<file path="src/rtl/ilk_pkg.sv">
package ilk_pkg;
  // Producer stages that can hold an unfinished load, youngest first.
  typedef enum logic [0:0] {
    STG_EX  = 1'b0,
    STG_MEM = 1'b1
  } ilk_stage_e;

  localparam int unsigned NUM_STG = 2;
endpackage

</file>
<file path="src/rtl/ilk_producer.sv">
module ilk_producer #(
  parameter int unsigned REG_W = 5
) (
  input  logic [REG_W-1:0] dst,
  input  logic             rf_we,
  input  logic             is_load,
  output logic             pend_vld,
  output logic [REG_W-1:0] pend_dst
);
  // A producer is pending only when it is a load that really writes a
  // nonzero register.
  always_comb begin
    pend_vld = is_load && rf_we && (dst != '0);
    pend_dst = dst;
  end
endmodule

</file>
<file path="src/rtl/ilk_src_match.sv">
module ilk_src_match #(
  parameter int unsigned REG_W = 5,
  parameter int unsigned NSTG  = 2
) (
  input  logic [REG_W-1:0]           src,
  input  logic                       rd_en,
  input  logic [NSTG-1:0]            pend_vld,
  input  logic [NSTG-1:0][REG_W-1:0] pend_dst,
  output logic                       hit
);
  logic [NSTG-1:0] stg_hit;
  logic            src_live;

  // Register 0 and unread sources are never live.
  always_comb src_live = rd_en && (src != '0);

  for (genvar s = 0; s < NSTG; s++) begin : g_stg
    always_comb stg_hit[s] = src_live && pend_vld[s] && (pend_dst[s] == src);
  end

  always_comb hit = |stg_hit;
endmodule

</file>
<file path="src/rtl/load_use_interlock.sv">
module load_use_interlock #(
  parameter int unsigned NUM_SRC = 2,
  parameter int unsigned REG_W   = 5
) (
  input  logic [NUM_SRC-1:0][REG_W-1:0] dec_src,
  input  logic [NUM_SRC-1:0]            dec_rd_en,
  input  logic                          dec_rf_we,
  input  logic                          dec_mem_we,
  input  logic [REG_W-1:0]              ex_dst,
  input  logic                          ex_rf_we,
  input  logic                          ex_is_load,
  input  logic [REG_W-1:0]              mem_dst,
  input  logic                          mem_rf_we,
  input  logic                          mem_is_load,
  output logic                          hold_pc,
  output logic                          hold_fd,
  output logic                          bubble_ex,
  output logic                          bub_rf_we,
  output logic                          bub_mem_we
);
  import ilk_pkg::*;

  localparam int unsigned NSTG = NUM_STG;

  logic [NSTG-1:0][REG_W-1:0] raw_dst;
  logic [NSTG-1:0]            raw_we;
  logic [NSTG-1:0]            raw_ld;
  logic [NSTG-1:0]            pend_vld;
  logic [NSTG-1:0][REG_W-1:0] pend_dst;
  logic [NUM_SRC-1:0]         src_hit;
  logic                       stall;

  // Gather the producer stages into indexed form.
  always_comb begin
    raw_dst[STG_EX]  = ex_dst;
    raw_we[STG_EX]   = ex_rf_we;
    raw_ld[STG_EX]   = ex_is_load;
    raw_dst[STG_MEM] = mem_dst;
    raw_we[STG_MEM]  = mem_rf_we;
    raw_ld[STG_MEM]  = mem_is_load;
  end

  for (genvar s = 0; s < NSTG; s++) begin : g_prod
    ilk_producer #(.REG_W(REG_W)) u_prod (
      .dst      (raw_dst[s]),
      .rf_we    (raw_we[s]),
      .is_load  (raw_ld[s]),
      .pend_vld (pend_vld[s]),
      .pend_dst (pend_dst[s])
    );
  end

  for (genvar i = 0; i < NUM_SRC; i++) begin : g_src
    ilk_src_match #(.REG_W(REG_W), .NSTG(NSTG)) u_match (
      .src      (dec_src[i]),
      .rd_en    (dec_rd_en[i]),
      .pend_vld (pend_vld),
      .pend_dst (pend_dst),
      .hit      (src_hit[i])
    );
  end

  always_comb stall = |src_hit;

  // One stall decision drives every hold and the bubble.
  always_comb begin
    hold_pc    = stall;
    hold_fd    = stall;
    bubble_ex  = stall;
    bub_rf_we  = dec_rf_we  && !stall;
    bub_mem_we = dec_mem_we && !stall;
  end

  // Port-level checks, derived from raw ports rather than internal nets.
  logic chk_ex_hit;
  logic chk_mem_hit;
  logic chk_any_live;

  always_comb begin
    chk_ex_hit   = 1'b0;
    chk_mem_hit  = 1'b0;
    chk_any_live = 1'b0;
    for (int i = 0; i < NUM_SRC; i++) begin
      if (dec_rd_en[i] && dec_src[i] != '0) begin
        chk_any_live = 1'b1;
        if (ex_is_load && ex_rf_we && ex_dst == dec_src[i])    chk_ex_hit  = 1'b1;
        if (mem_is_load && mem_rf_we && mem_dst == dec_src[i]) chk_mem_hit = 1'b1;
      end
    end
  end

  always_comb begin
    assert_ex_load_stall_R1 : assert (!chk_ex_hit || (hold_pc && hold_fd && bubble_ex));
    assert_mem_load_stall_R2 : assert (!chk_mem_hit || (hold_pc && hold_fd && bubble_ex));
    // without any live source there is nothing to wait for
    assert_no_live_src_R3 : assert (chk_any_live || !bubble_ex);
    assert_unread_src_R4 : assert (dec_rd_en != '0 || !hold_pc);
    assert_no_pending_load_R5 : assert ((ex_is_load && ex_rf_we) || (mem_is_load && mem_rf_we) || !hold_fd);
    assert_holds_agree_R6 : assert ((hold_pc == bubble_ex) && (hold_fd == bubble_ex));
    assert_only_on_hit_R6 : assert (chk_ex_hit || chk_mem_hit || !bubble_ex);
    assert_bubble_enables_R7 : assert (bubble_ex ? (!bub_rf_we && !bub_mem_we)
                                                 : (bub_rf_we == dec_rf_we && bub_mem_we == dec_mem_we));
  end
endmodule

</file>
<file path="config.mk">
export PLATFORM = sky130hd
export DESIGN_NAME = load_use_interlock
export DESIGN_NICKNAME = d
export VERILOG_FILES = /design/src/rtl/ilk_pkg.sv /design/src/rtl/ilk_producer.sv /design/src/rtl/ilk_src_match.sv /design/src/rtl/load_use_interlock.sv
export SDC_FILE = /design/constraint.sdc
export NUM_CORES = 1
export LEC_CHECK = 0
export BUFFER_PORTS_ARGS = -buffer_cell sky130_fd_sc_hd__buf_4
export CORE_AREA = 2 2 39 41
export DETAILED_ROUTE_END_ITERATION = 12
export DIE_AREA = 0 0 41 43
export GPL_TIMING_DRIVEN = 0
export PLACE_DENSITY_LB_ADDON = 0.12
export SETUP_SLACK_MARGIN = 0.4
export SYNTH_ARGS = -nofsm -noshare
export SYNTH_HDL_FRONTEND = slang
export SYNTH_SLANG_ARGS = --single-unit
</file>
<file path="constraint.sdc">
create_clock -name vclk -period 2.6
set_input_delay 0.52 -clock vclk [all_inputs]
set_output_delay 0.52 -clock vclk [all_outputs]
set_load 0.05 [all_outputs]
</file>
# Word-level counts from Yosys, hierarchy flattened

Cells that the tools add are included.

Flip-flop bits (word level): 0
Latch bits: 0
RAM bits: 0
Memory bits (read-only): 0
Memories kept: 0

Add/subtract/negate cells: 0
Multiply operators: 0
Div/mod/pow operators: 0
Order comparisons: 0
Equal/unequal tests: 4
Shift operators: 0
Muxes and demuxes: 0
Bitwise gates (word level): 0
Reductions and logical operators: 22

Operators with widths:

| cell               | count |
|---|---|
| 5-bit == test      | 4 |
| 5-bit nonzero test | 4 |
| 1-bit logical AND  | 16 |
| 4-bit OR reduction | 1 |
| 1-bit logical NOT  | 1 |

# Depth between registers and ports, before layout

Depth after elaboration: 7
Depth in mapped cells: 6
Depth with buffers taken out: 5

# Modules after synthesis

Synthesis repeated with hierarchy kept, for this count alone.

Cell total of the unflattened synthesis: 53
Area, all modules: 411.6 µm²

By module, submodules not included:

| module             | instances | cells each | area each (µm²) |
|---|---|---|---|
| ilk_src_match      | 2         | 17         | 133.9 |
| ilk_producer       | 2         | 7          | 53.8 |
| load_use_interlock | 1         | 5          | 36.3 |

# Worst setup path after synthesis

OpenSTA, ideal clock, no wires.

Path type: input to output
Start point: in ex_dst[1]
End point: out bub_mem_we
Arrival: 2803 ps
Slack: -723 ps
Stages on the path: 5
Path buffers: 0
Cells stage by stage: or4_4 > o211ai_2 > nor4_1 > or3_4 > nor3b_1

Word-level cells in the longest chain between the ends: 7
Elaborated cells between the ends (all ways): 11

RTL lines:

| element                        | line                     | RTL |
|---|---|---|
| start: declaration             | load_use_interlock.sv:9  | `input logic [REG_W-1:0] ex_dst,` |
| 5-bit nonzero test             | ilk_producer.sv:13       | `pend_vld = is_load && rf_we && (dst != '0);` |
| 1-bit logical AND              | ilk_producer.sv:13       |  |
| 1-bit logical AND (2 in a row) | ilk_src_match.sv:18      | `always_comb stg_hit[s] = src_live && pend_vld[s] && (pend_dst[s] == src);` |
| 4-bit OR reduction *           | load_use_interlock.sv:63 | `always_comb stall = \|src_hit;` |
| 1-bit logical NOT *            | load_use_interlock.sv:71 | `bub_mem_we = dec_mem_we && !stall;` |
| 1-bit logical AND *            | load_use_interlock.sv:71 |  |
| end: declaration               | load_use_interlock.sv:19 | `output logic bub_mem_we` |

Every way passes the cells marked *; elsewhere a longest branch is shown, timed or not.

# Final worst setup path

Start point: in ex_dst[1]
End point: out hold_pc

Word-level cells in the longest chain between the ends: 5
Elaborated cells between the ends (all ways): 9

RTL lines:

| element                        | line                     | RTL |
|---|---|---|
| 5-bit nonzero test             | ilk_producer.sv:13       |  |
| 1-bit logical AND              | ilk_producer.sv:13       |  |
| 1-bit logical AND (2 in a row) | ilk_src_match.sv:18      |  |
| 4-bit OR reduction *           | load_use_interlock.sv:63 |  |
| end: declaration               | load_use_interlock.sv:15 | `output logic hold_pc,` |

Marks and branches as above.

==> results by group <==
Drt
  – Post-detailed-route wirelength per cell: between 10 and 15 um
  – Detailed Routing Iterations Pass 1: 4
  – Routed length on met3: 58 um
  – DR WL met2: approximately 670 um
  – Remaining DRCs: 0
  – Vias per inst: between 4 and 5
  – M1 wire length: ~460 um
  – Vias: about 450
  – First-iteration detailed-routing DRC count: 1
  – Routed Antenna Nets: 0
  – Total Wirelength: ~1.2 mm
  – DR top layer: met3

Critical path
  – Crit Path Max Fanout: 3
  – WP data arrival: ~2.3 ns
  – Cell Chain, Critical Path: buf_8 -> or4_4 -> o211ai_2 -> nor4_1 -> or3_4 -> or2_4 -> buf_6 -> buf_8
  – Setup CP Type: in2out
  – Endpoint class of the critical path: output pin
  – Slowest cell on the critical path: or4_4
  – Top cell by count, worst path: buf_8
  – Startpoint Class: primary input
  – Max incr delay on CP: between 0.5 and 0.6 ns
  – Critical Path RT: ~2.1 ns

Cells and area
  – # clk buffers: 0
  – Number of diodes: 0
  – Non-Filler Instances: 98
  – Final #Nets: 112
  – Fillers: approximately 150
  – Layout cells sized above 1: 59.76%
  – Storage cell area: 0 um2
  – Seq Cell Count: 0
  – Design area: roughly 730 um2
  – Area Growth Syn to Fin: 108.9%

Logic synthesis
  – Syn. warnings: 0
  – Distinct cells, synth: 15
  – Syn Std Cell Area: around 350 um2
  – Syn_nets: 74
  – Area leader, netlist: xnor2_1
  – Register area share after synthesis: 0%
  – Syn Area/Cell: 7.643 um2
  – Top cell type's share of synthesized area: a little over two fifths
  – Top post-synthesis cells by area: xnor2_1, xor2_1, o211ai_2, or4_1, nand3_1
  – Syn Inst Count: 46

STA
  – Final Max Tran Viols: 0
  – Worst Slack Setup Final: -0.2215 ns
  – Final Critical Period: roughly 2.8 ns
  – Crit share post-route: 108.5%
  – WHS: approximately 1.4 ns
  – Setup TNS: -0.9915 ns
  – Final setup fails: 5
  – Final hold viol count: 0
  – Achievable frequency: approximately 350 MHz
  – Max_slew headroom: between 50 and 60%
  – RSZ-0062 raised after global routing: yes
  – Worst Max-Slew Pin Slew: 0.7192 ns

Power and ir drop
  – Gate power share: 100.0%
  – Internal: about 0.068 mW
  – Sw Ratio: between 40 and 50%
  – PD cells: roughly 160 nW/um2
  – Clock share of power: 0%
  – Peak VDD IR: 0.06573 mV
  – Sequential share of power: 0%
  – Leak: ~0.30 nW
  – P_sw: just over 0.05 mW

Global route
  – Initial antenna violation count: 0
  – GR Overflow Total: 0
  – Largest net degree at the start of global routing: 4
  – Vias in the first global route: 460
  – Total GRT Usage: between 10% and 20%
  – First-pass GRT wire length: 1.876 mm

Job
  – Max-cap violations: 0

Floorplan
  – Initial Util: 25.41%
  – Die width: 41 um
  – Die Area: ~1800 um2
  – # rows: 14
  – Die span in y: ~43 um
  – Total core area: 1384 um2
  – Ports: 33

Run status
  – Violated checks: negative setup slack
  – Status: finished, violations left

Min path
  – Hold WC Path Type: in2out

Placed design
  – GPL Wtd Cong: a little over 0.7
  – HPWL Detailed: roughly 960 um
  – Area after DPL: about 650 um2
  – # port buffers: 33
  – Placed Instances: 95
  – Post-place setup slack: -0.3196 ns
==> critical path: cells and delay by family <==
family / cells / cell delay (ns)
AOI/OAI and AO/OA: 1 / 0.17
buffers and inverters: 3 / 0.35
and+or+nand+nor: 4 / 1.26
==> stage by stage <==
step / total power, mW / util (%)
global placement: 0.1073 / 47.11
floorplan: 0.05233 / -
global route: 0.1274 / 53.07
CTS: 0.1141 / 50.90
finish: 0.1187 / 53.07
detailed placement: 0.1073 / 47.11
==> final cells by class <==
type | instances | area [um2] | share of cell area, %
multi-input combinational | 44 | 376.6 | 51.28
timing repair buffer | 36 | 315.3 | 42.93
buffer | 2 | 22.52 | 3.066
tap | 16 | 20.02 | 2.726
==> cells in the mapped netlist (all sizes together) <==
| master | count |
|---|---|
| nand3 | 4 |
| nor3 | 2 |
| nand2 | 3 |
| o21ai | 2 |
| or4 | 4 |
| or2 | 1 |
| nor3b | 2 |
| nor4 | 3 |
| xor2 | 3 |
| or3 | 1 |
| xnor2 | 17 |
| o211ai | 2 |
| buf | 2 |
==> final timing paths <==
| check | start | to | slack [ns] | cells after the start |
|---|---|---|---|---|
| max | ex_dst[1] | hold_pc | -0.22 | 8 |
| min | dec_mem_we | bub_mem_we | 1.42 | 3 |
==> power groups by stage <==
stage	sequential, mW	clock, mW	combinational, mW
5_1_grt	0	0	0.127
2_1_floorplan	0	0	0.0523
3_5_place_dp	0	0	0.107
4_1_cts	0	0	0.114
6_report	0	0	0.119
3_3_place_gp	0	0	0.107
==> routing by layer <==
layer	global-route usage (%)	vias up
met4	0	0
met1	17.72	202
met2	27.19	15
met5	0	-
met3	0.5236	0
li1	-	237
==> layout by cell type (no fill, tap or decap) <==
| master | count |
|---|---|
| nor3b_4 | 2 |
| o211ai_2 | 2 |
| or4_4 | 3 |
| buf_4 | 28 |
| nand2_1 | 3 |
| or2_4 | 1 |
| nor4_1 | 3 |
| nor3_1 | 2 |
| buf_6 | 6 |
| xnor2_1 | 17 |
| or4_1 | 1 |
| o21ai_2 | 2 |
| nand3_1 | 4 |
| xor2_1 | 3 |
| buf_8 | 4 |
| or3_4 | 1 |
==> cells by family after synthesis <==
logic type	synth area share [%]
buffers and inverters	4.269
xor gates and xnor gates	49.82
AOI/OAI and AO/OA	9.961
and+or+nand+nor	35.94
==> what timing repair did <==
| action | in CTS | in global routing |
|---|---|---|
| gates resized for setup | 11 | 6 |
| setup buffers | 2 | 1 |
| pin swaps | 6 | 8 |
| endpoints found under the setup margin | 5 | 5 |
| hold buffers | 0 | 0 |
Power figures use the tool's default switching activity.
